[src/rtl/eepromPkg.sv]
package eepromPkg;

  typedef enum logic [2:0] {
    MODE_IDLE,
    MODE_DEV,
    MODE_WADDR,
    MODE_READ,
    MODE_WRITE,
    MODE_ACKOUT,
    MODE_ACKIN
  } busMode_t;

  typedef struct packed {
    logic shiftIn;
    logic emitBit;
    logic driveLow;
    logic relBus;
    logic loadRead;
    logic loadPtr;
    logic storeByte;
    logic incPtr;
  } dpStrobe_t;

endpackage

[src/rtl/eeCtrl.sv]
module eeCtrl
  import eepromPkg::*;
#(
  parameter int BYTE_W = 8,
  parameter logic [3:0] DEV_PATTERN = 4'b1010
) (
  input  logic              clk,
  input  logic              rstN,
  input  logic              sclIn,
  input  logic              sdaIn,
  input  logic [BYTE_W-1:0] shByte,
  output dpStrobe_t         st,
  output logic              sdaSample
);

  localparam int CNT_W = $clog2(BYTE_W + 1);

  logic sclQ, sdaQ, sclP, sdaP;
  busMode_t mode, modeD, pend, pendD;
  logic [CNT_W-1:0] cnt, cntD;
  logic startDet, stopDet, riseE, fallE, cntFull, devMatch, rwBit;

  always_ff @(posedge clk) begin
    if (!rstN) begin
      sclQ <= 1'b1;
      sdaQ <= 1'b1;
      sclP <= 1'b1;
      sdaP <= 1'b1;
    end else begin
      sclQ <= sclIn;
      sdaQ <= sdaIn;
      sclP <= sclQ;
      sdaP <= sdaQ;
    end
  end

  assign sdaSample = sdaQ;
  assign startDet  = sclP & sclQ & sdaP & ~sdaQ;
  assign stopDet   = sclP & sclQ & ~sdaP & sdaQ;
  assign riseE     = ~sclP & sclQ;
  assign fallE     = sclP & ~sclQ;
  assign cntFull   = (cnt == CNT_W'(BYTE_W));
  assign devMatch  = (shByte[BYTE_W-1 -: 4] == DEV_PATTERN);
  assign rwBit     = shByte[0];

  always_comb begin
    modeD = mode;
    pendD = pend;
    cntD  = cnt;
    st    = '0;
    if (startDet) begin
      modeD     = MODE_DEV;
      cntD      = '0;
      st.relBus = 1'b1;
    end else if (stopDet) begin
      modeD     = MODE_IDLE;
      st.relBus = 1'b1;
    end else if (riseE) begin
      case (mode)
        MODE_DEV, MODE_WADDR, MODE_WRITE: begin
          if (!cntFull) begin
            st.shiftIn = 1'b1;
            cntD       = cnt + CNT_W'(1);
          end
        end
        MODE_READ: begin
          if (!cntFull) begin
            st.emitBit = 1'b1;
            cntD       = cnt + CNT_W'(1);
          end
        end
        MODE_ACKOUT: st.driveLow = 1'b1;
        MODE_ACKIN: begin
          if (!sdaQ) begin
            pendD       = MODE_READ;
            st.loadRead = 1'b1;
          end else begin
            pendD = MODE_IDLE;
          end
        end
        default: ;
      endcase
    end else if (fallE) begin
      case (mode)
        MODE_DEV: begin
          if (cntFull) begin
            cntD      = '0;
            st.relBus = 1'b1;
            if (devMatch) begin
              modeD       = MODE_ACKOUT;
              pendD       = rwBit ? MODE_READ : MODE_WADDR;
              st.loadRead = rwBit;
            end else begin
              modeD = MODE_IDLE;
            end
          end
        end
        MODE_WADDR: begin
          if (cntFull) begin
            cntD       = '0;
            modeD      = MODE_ACKOUT;
            pendD      = MODE_WRITE;
            st.loadPtr = 1'b1;
            st.relBus  = 1'b1;
          end
        end
        MODE_READ: begin
          if (cntFull) begin
            modeD     = MODE_ACKIN;
            st.incPtr = 1'b1;
            st.relBus = 1'b1;
          end
        end
        MODE_WRITE: begin
          if (cntFull) begin
            cntD         = '0;
            modeD        = MODE_ACKOUT;
            pendD        = MODE_WRITE;
            st.storeByte = 1'b1;
            st.incPtr    = 1'b1;
            st.relBus    = 1'b1;
          end
        end
        MODE_ACKOUT, MODE_ACKIN: begin
          modeD     = pend;
          cntD      = '0;
          st.relBus = 1'b1;
        end
        default: ;
      endcase
    end
  end

  always_ff @(posedge clk) begin
    if (!rstN) begin
      mode <= MODE_IDLE;
      pend <= MODE_IDLE;
      cnt  <= '0;
    end else begin
      mode <= modeD;
      pend <= pendD;
      cnt  <= cntD;
    end
  end

  // START always opens a device byte
  p_start_dev_r2: assert property (@(posedge clk) disable iff (!rstN)
    startDet |=> (mode == MODE_DEV && cnt == '0));

  // STOP always ends in idle
  p_stop_idle_r2: assert property (@(posedge clk) disable iff (!rstN)
    stopDet |=> (mode == MODE_IDLE));

  // a rejected device byte parks the slave
  p_reject_idle_r3: assert property (@(posedge clk) disable iff (!rstN)
    (mode == MODE_DEV && fallE && cntFull && !devMatch) |=> (mode == MODE_IDLE));

  // bit counter never passes one byte
  p_cnt_bound_r3: assert property (@(posedge clk) disable iff (!rstN)
    cnt <= CNT_W'(BYTE_W));

endmodule

[src/rtl/eeData.sv]
module eeData
  import eepromPkg::*;
#(
  parameter int BYTE_W = 8,
  parameter int ADDR_W = 8
) (
  input  logic              clk,
  input  logic              rstN,
  input  dpStrobe_t         st,
  input  logic              sdaSample,
  output logic [BYTE_W-1:0] shByte,
  output logic              sdaOut
);

  localparam int DEPTH = 1 << ADDR_W;

  logic [BYTE_W-1:0] mem [DEPTH];
  logic [BYTE_W-1:0] rdReg;
  logic [ADDR_W-1:0] ptr;

  always_ff @(posedge clk) begin
    if (!rstN) begin
      shByte <= '0;
      rdReg  <= '0;
      ptr    <= '0;
      sdaOut <= 1'b1;
      for (int i = 0; i < DEPTH; i++) mem[i] <= '0;
    end else begin
      if (st.shiftIn) shByte <= {shByte[BYTE_W-2:0], sdaSample};
      if (st.loadRead) begin
        rdReg <= mem[ptr];
      end else if (st.emitBit) begin
        rdReg  <= {rdReg[BYTE_W-2:0], 1'b0};
        sdaOut <= rdReg[BYTE_W-1];
      end
      if (st.driveLow) sdaOut <= 1'b0;
      if (st.relBus) sdaOut <= 1'b1;
      if (st.storeByte) mem[ptr] <= shByte;
      if (st.loadPtr) ptr <= shByte[ADDR_W-1:0];
      else if (st.incPtr) ptr <= ptr + ADDR_W'(1);
    end
  end

  // acknowledge strobe pulls the line low
  p_ack_low_r4: assert property (@(posedge clk) disable iff (!rstN)
    st.driveLow |=> !sdaOut);

  // release strobe frees the line
  p_release_r7: assert property (@(posedge clk) disable iff (!rstN)
    st.relBus |=> sdaOut);

  // a stored byte advances the pointer by one
  p_store_advance_r6: assert property (@(posedge clk) disable iff (!rstN)
    st.storeByte |=> (ptr == $past(ptr) + ADDR_W'(1)));

  // word address lands in the pointer
  p_ptr_load_r5: assert property (@(posedge clk) disable iff (!rstN)
    st.loadPtr |=> (ptr == $past(shByte[ADDR_W-1:0])));

  // drive-low and release never requested together
  p_drive_excl_r4: assert property (@(posedge clk) disable iff (!rstN)
    $onehot0({st.driveLow, st.relBus}));

endmodule

[src/rtl/eepromSlave.sv]
module eepromSlave
  import eepromPkg::*;
#(
  parameter int BYTE_W = 8,
  parameter int ADDR_W = 8,
  parameter logic [3:0] DEV_PATTERN = 4'b1010
) (
  input  logic clk,
  input  logic rstN,
  input  logic sclIn,
  input  logic sdaIn,
  output logic sdaOut
);

  dpStrobe_t         st;
  logic [BYTE_W-1:0] shByte;
  logic              sdaSample;

  eeCtrl #(.BYTE_W(BYTE_W), .DEV_PATTERN(DEV_PATTERN)) i_ctrl (
    .clk(clk), .rstN(rstN), .sclIn(sclIn), .sdaIn(sdaIn),
    .shByte(shByte), .st(st), .sdaSample(sdaSample)
  );

  eeData #(.BYTE_W(BYTE_W), .ADDR_W(ADDR_W)) i_data (
    .clk(clk), .rstN(rstN), .st(st), .sdaSample(sdaSample),
    .shByte(shByte), .sdaOut(sdaOut)
  );

endmodule

[config.mk]
export PLATFORM = sky130hd
export DESIGN_NAME = eepromSlave
export DESIGN_NICKNAME = d
export VERILOG_FILES = /design/src/rtl/eepromPkg.sv /design/src/rtl/eeCtrl.sv /design/src/rtl/eeData.sv /design/src/rtl/eepromSlave.sv
export SDC_FILE = /design/constraint.sdc
export NUM_CORES = 2
export LEC_CHECK = 0
export BUFFER_PORTS_ARGS = -buffer_cell sky130_fd_sc_hd__buf_2
export CAP_MARGIN = 20
export CORE_MARGIN = 2
export CORE_UTILIZATION = 45
export DETAILED_ROUTE_END_ITERATION = 16
export SYNTH_ARGS = -nofsm -noshare
export SYNTH_HDL_FRONTEND = slang
export SYNTH_SLANG_ARGS = --single-unit
[constraint.sdc]
create_clock -name clk -period 4.55 [get_ports clk]
set_input_delay 0.455 -clock clk [delete_from_list [all_inputs] [get_ports clk]]
set_output_delay 0.455 -clock clk [all_outputs]
set_load 0.1 [all_outputs]
=== After elaboration in Yosys (flattened, before gate mapping) ===
Memory sizes are Yosys's and may differ from the RTL's. A register that Yosys moved wholly into a read port is not among the register bits.
Cells that the tools add are included.
W data, S select, Z words.

* Muxes and demuxes: 66
* $add $sub $neg: 2
* Equality and inequality tests: 23
* Bitwise logic cells: 15
* Reduce and logical (&&, ||, !) cells: 23

{| class="wikitable"
|+ Operators by type and width
! kind !! count
|-
| $mux W8 || 8
|-
| $mux W3 || 14
|-
| $mux W1 || 28
|-
| $mux W4 || 7
|-
| $reduce_and A6 Y1 || 3
|-
| $ne A3 B1 Y1 const B || 5
|-
| $ne A4 B1 Y1 const B || 3
|-
| $pmux W3 S4 || 1
|-
| $eq A3 B3 Y1 const B || 3
|-
| $reduce_bool A3 Y1 || 3
|-
| $reduce_or A3 Y1 || 3
|-
| $add A8 B1 Y8 const B || 1
|-
| $eq A4 B4 Y1 const B || 2
|-
| $ne A2 B1 Y1 const B || 4
|-
| $not A1 Y1 || 8
|-
| $pmux W4 S2 || 1
|-
| $reduce_and A8 Y1 || 1
|-
| $reduce_bool A2 Y1 || 4
|-
| $reduce_or A2 Y1 || 4
|-
| $reduce_or A8 Y1 || 1
|-
| $and A1 B1 Y1 || 7
|-
| $eq A3 B2 Y1 const B || 2
|-
| $mux W2 || 3
|-
| $ne A2 B2 Y1 const B || 3
|-
| 10 further kinds || 10
|}

* Output and inout bits: 1
* Word-level logic and storage cells: 142
* Register bits after elaboration: 39
* Memories kept: 1
* Bits of input ports: 4
* RAM bits: 2048

{| class="wikitable"
|+ Memory list
! name !! depth !! bits a word !! read ports !! clocked after memory_dff !! wr ports !! RTL line !! RTL
|-
| i_data.mem || 256 || 8 || 1 || 1 || 256 || eeData.sv:17 || <nowiki>logic [BYTE_W-1:0] mem [DEPTH];</nowiki>
|}

=== Depth between registers and ports, before layout ===
* Depth in word-level cells: 13
* Depth in mapped cells: 14
* Depth with buffers taken out: 9

=== Modules after synthesis ===
Synthesis repeated with hierarchy kept, for this count alone.

* Cells, all modules: 6846
* Area total of the unflattened synthesis: 97830.1 sq um

{| class="wikitable"
|+ Modules (own cells, without submodules)
! module !! sequential area each (sq um) !! cells each !! instances !! area an instance (sq um)
|-
| eeData || 62159.6 || 6705 || 1 || 96705.2
|-
| eeCtrl || 280.3 || 141 || 1 || 1124.8
|}

=== Worst setup path after synthesis ===
No wires, ideal clock.

* Path type: flip-flop to flip-flop
* Start: reg i_ctrl.cnt[0]
* End: mem i_data.mem[26][0] (enable)
* Cell stages (with the launch flop): 12
* Setup time: 0.384 ns
* Setup slack: 1.372 ns
* Buffers on the path: 3
* Period minus slack after synthesis: 3.178 ns
* Data arrival time: 2.794 ns
* Data required time: 4.166 ns
* Cell sequence: dfxtp_1 -> inv_1 -> ha_1 -> and3b_1 -> buf_2 -> and2_1 -> nand3_1 -> or2_1 -> buf_2 -> or4_1 -> buf_2 -> o21ai_0

{| class="wikitable"
|+ RTL lines
! what !! RTL line !! RTL
|-
| from (decl) || eeCtrl.sv:20 || <nowiki>logic [CNT_W-1:0] cnt, cntD;</nowiki>
|-
| from (signal assigned) || eeCtrl.sv:142 || <nowiki>cnt <= cntD;</nowiki>
|-
| to (decl) || eeData.sv:17 ||
|}

==> impl_results.md <==
* Outcome: completed
* Post-DP HPWL at 190000 um
* Final GP Congestion at 0.907
* First-pass GRT wire length at 447000 um
* Design Power at 40.7 mW
* Clk Latency, worst-skew pair at 900 ps
* Initial DRC count at 8698
* # Post-CTS Setup Buffers at 0
* Die W at 473 um
* Nets@finish at 6969
* Largest net degree at the start of global routing at 193
* Via density at 6.31
* Slowest CP cell: dfxtp_4
* Synthesis warning total at 0
* Final slew viol count at 0
* 1st-pass router iterations at 8
* Final Hold Fails at 0
* Rows at 172
* Seq cells post-synth at 2095
* Root Buffer: clkbuf_16
* Cell Chain, Critical Path: buf_12, buf_12, mux4_1, mux4_2, a21oi_1, o211ai_1, a32o_1
* Ports at 5
* Number of synthesized flops with an enable pin at 2048
* Max incr delay on CP at 900 ps
* Hold-fix buffers, CTS at 3
* Syn nets at 7181
* Total track usage at 27.3%
* Total gr overflow at 0
* Clk buf depth at 3
* Buf/Inv on CP at 2
* Flop2flop setup slack at 450 ps
* Starting Density at 45.2%
* NetSw at 8.84 mW
* Placeable core area at 219000 sq um
* CP Data Required Time at 5330 ps
* Largest area contributor in the netlist: edfxtp_1
* CP top delay family: compound AO/OA/AOI/OAI gates
* Crit Path Class: reg2reg
* RSZ-0062 raised after global routing: false
* Peak Freq at 0.244 GHz
* Comb power frac at 3.2%
* Remaining antenna violation count after routing at 0
* Worst slew margin at 18.1%
* Placed insts at 9601
* Syn Inst Count at 7168
* P_int at 31.9 mW
* Peak VDD IR at 0.431 mV
* TritonCTS Buffers at 220
* Async S/R FF share, synth at 0%
* Residual DRC at 0
* Die Footprint at 224000 sq um
* Initial antenna violation count at 15
* Cell mode on critical path: buf_12
* Most numerous cell in the Yosys netlist: edfxtp_1
* Area delta synth->final at 10.5%
* Worst Skew at 48.6 ps
* Fin crit period at 4100 ps
* Setup TNS Final at 0 ps
* Final WL at 309000 um
* Pwr Density at 371 nW/um^2
* Post-synthesis sequential area ratio at 63.0%
* Max Cap Violations at 0
* Final Cycle Share at 90.2%
* H-tree depth at 4
* # port buffers at 4
* Switching share of total power at 21.7%
* Layout cell share with drive strength beyond 1 at 15.9%
* Die Y at 473 um
* CP endpoint kind: register
* Vias at 63200
* Sequential share of power at 54.8%
* Ys flop type: edfxtp_1
* Clock sink count at 2095
* Synth cell count leaders: 2048 x edfxtp_1, 1556 x and3_1, 666 x clkbuf_1
* Final non-filler cell total at 10000
* Crit path launch type: register
* Ranking of synthesized cells by area: edfxtp_1 62%, and3_1 9.8%, mux4_2 7.6%
* CTS tree: done
* Slew at the pin closest to its max-slew limit at 1230 ps
* Clk network pwr share at 42.0%
* Hold Path Class: in2reg
* WL/cell at 30.9 um
* Post-synth top area share at 62.0%
* # setup viols final at 0
* Count of cell types in the netlist at 87
* Mean Syn Cell Area at 13.8 sq um
* Clock-pin slew on the worst setup and hold paths at 70 ps
* Vias in the first global route at 61000
* Crit Path Max Fanout at 31
* Post_cts resized at 0
* Arr. time, crit path at 4880 ps
* Leak at 41.1 nW
* Synthesized area at 99200 sq um
## tightest hold or removal path: stages
cell and delay [ps]:
dlygate4sd3_1 520, buf_2 130, nand2b_1 100
## power by group through the flow
stage | clock, mW | combinational [mW] | sequential, mW
floorplan | 0 | 0.743 | 22.6
global placement | 0 | 1.28 | 22.7
detailed placement | 0 | 1.29 | 22.7
CTS | 17.2 | 1.30 | 22.3
global route | 18.0 | 1.37 | 22.4
finish | 17.1 | 1.30 | 22.3
## path summary, 6_finish.rpt
check | startpoint | end | cells past startpoint
setup reg to reg | register | i_data.rdReg[6] | 7
hold reg to reg | i_ctrl.pend[0] | i_ctrl.pend[0] | 2
setup / recovery | register | i_data.rdReg[6] | 7
hold / removal | sdaIn | i_ctrl.sdaSample | 3
## through the flow
| stage | setup WS [ps] | cell area, sq um | utilization, % | hold WS (ps) |
|---|---|---|---|---|
| floorplan | 1370 | 99200 | - | 446 |
| global placement | 417 | 103000 | 46.9 | 470 |
| detailed placement | 602 | 103000 | 46.9 | 474 |
| CTS | 568 | 110000 | 50.0 | 293 |
| global route | 415 | 110000 | 50.0 | 342 |
| finish | 448 | 110000 | 50.0 | 338 |
## cells in the final DEF (no fill, tap or decap), types with 22 or more instances in the layout
cell type,Yosys,routed
buf_12,7,63
nand2_1,448,448
o22ai_1,77,77
clkinv_1,1,58
a22oi_1,33,33
a211oi_1,35,35
clkinv_2,0,37
o21ai_0,143,143
o221ai_1,113,113
mux4_2,336,336
and3_1,1556,1556
nor3_1,39,36
nor2_1,147,121
clkbuf_16,0,220
nand2b_1,23,22
clkbuf_1,666,65
buf_4,24,350
a21oi_1,104,104
and2_1,519,518
nor2_4,0,25
edfxtp_1,2048,2048
dfxtp_1,47,34
mux2i_1,323,323
mux4_1,37,37
nand3_1,32,32
nor2_2,25,26
## kinds of logic (layout without fill, tap and decap cells)
kind of cell | Yosys count | count (layout) | share of synthesized area (%)
simple gates | 2864 | 2864 | 16.5
flops | 2095 | 2095 | 63.0
buf+inv | 874 | 846 | 4.18
mux | 707 | 707 | 12.0
compound gates | 611 | 611 | 4.14
fa+ha+maj | 9 | 9 | 0.114
xor+xnor | 8 | 8 | 0.0706
other cells | 0 | 5 | 0
## sequential cells by signal, indices dropped and copies added (netlist names), named ones only
signal	count
i_ctrl.sclP	1
i_ctrl.pend	3
i_data.rdReg	8
i_data.shByte	8
i_ctrl.mode	3
i_data.mem	2048
i_data.sdaOut	1
i_ctrl.sclQ	1
i_ctrl.cnt	4
i_data.ptr	8
i_ctrl.sdaP	1
i_ctrl.sdaSample	1
## routing by layer
metal / share of wire (%) / global-route usage, % / vias up / wire [um]
met5: 0.010 / 0 / - / 31
met4: 3.9 / 10.0 / 4 / 12200
met3: 9.5 / 5.08 / 515 / 29500
met2: 46 / 41.7 / 3269 / 142000
met1: 41 / 39.0 / 32400 / 126000
li1: - / - / 27000 / -
## area by class of cell
type / count / area [sq um]
clock inverter: 117 / 882
inverter: 18 / 70.1
antenna: 5 / 12.5
clock buffer: 289 / 5800
sequential: 2095 / 62500
fill: 18300 / 110000
tap: 2871 / 3590
timing repair buffer: 422 / 3960
multi-input combinational: 4199 / 32800
(Power assumes the default switching activity.)
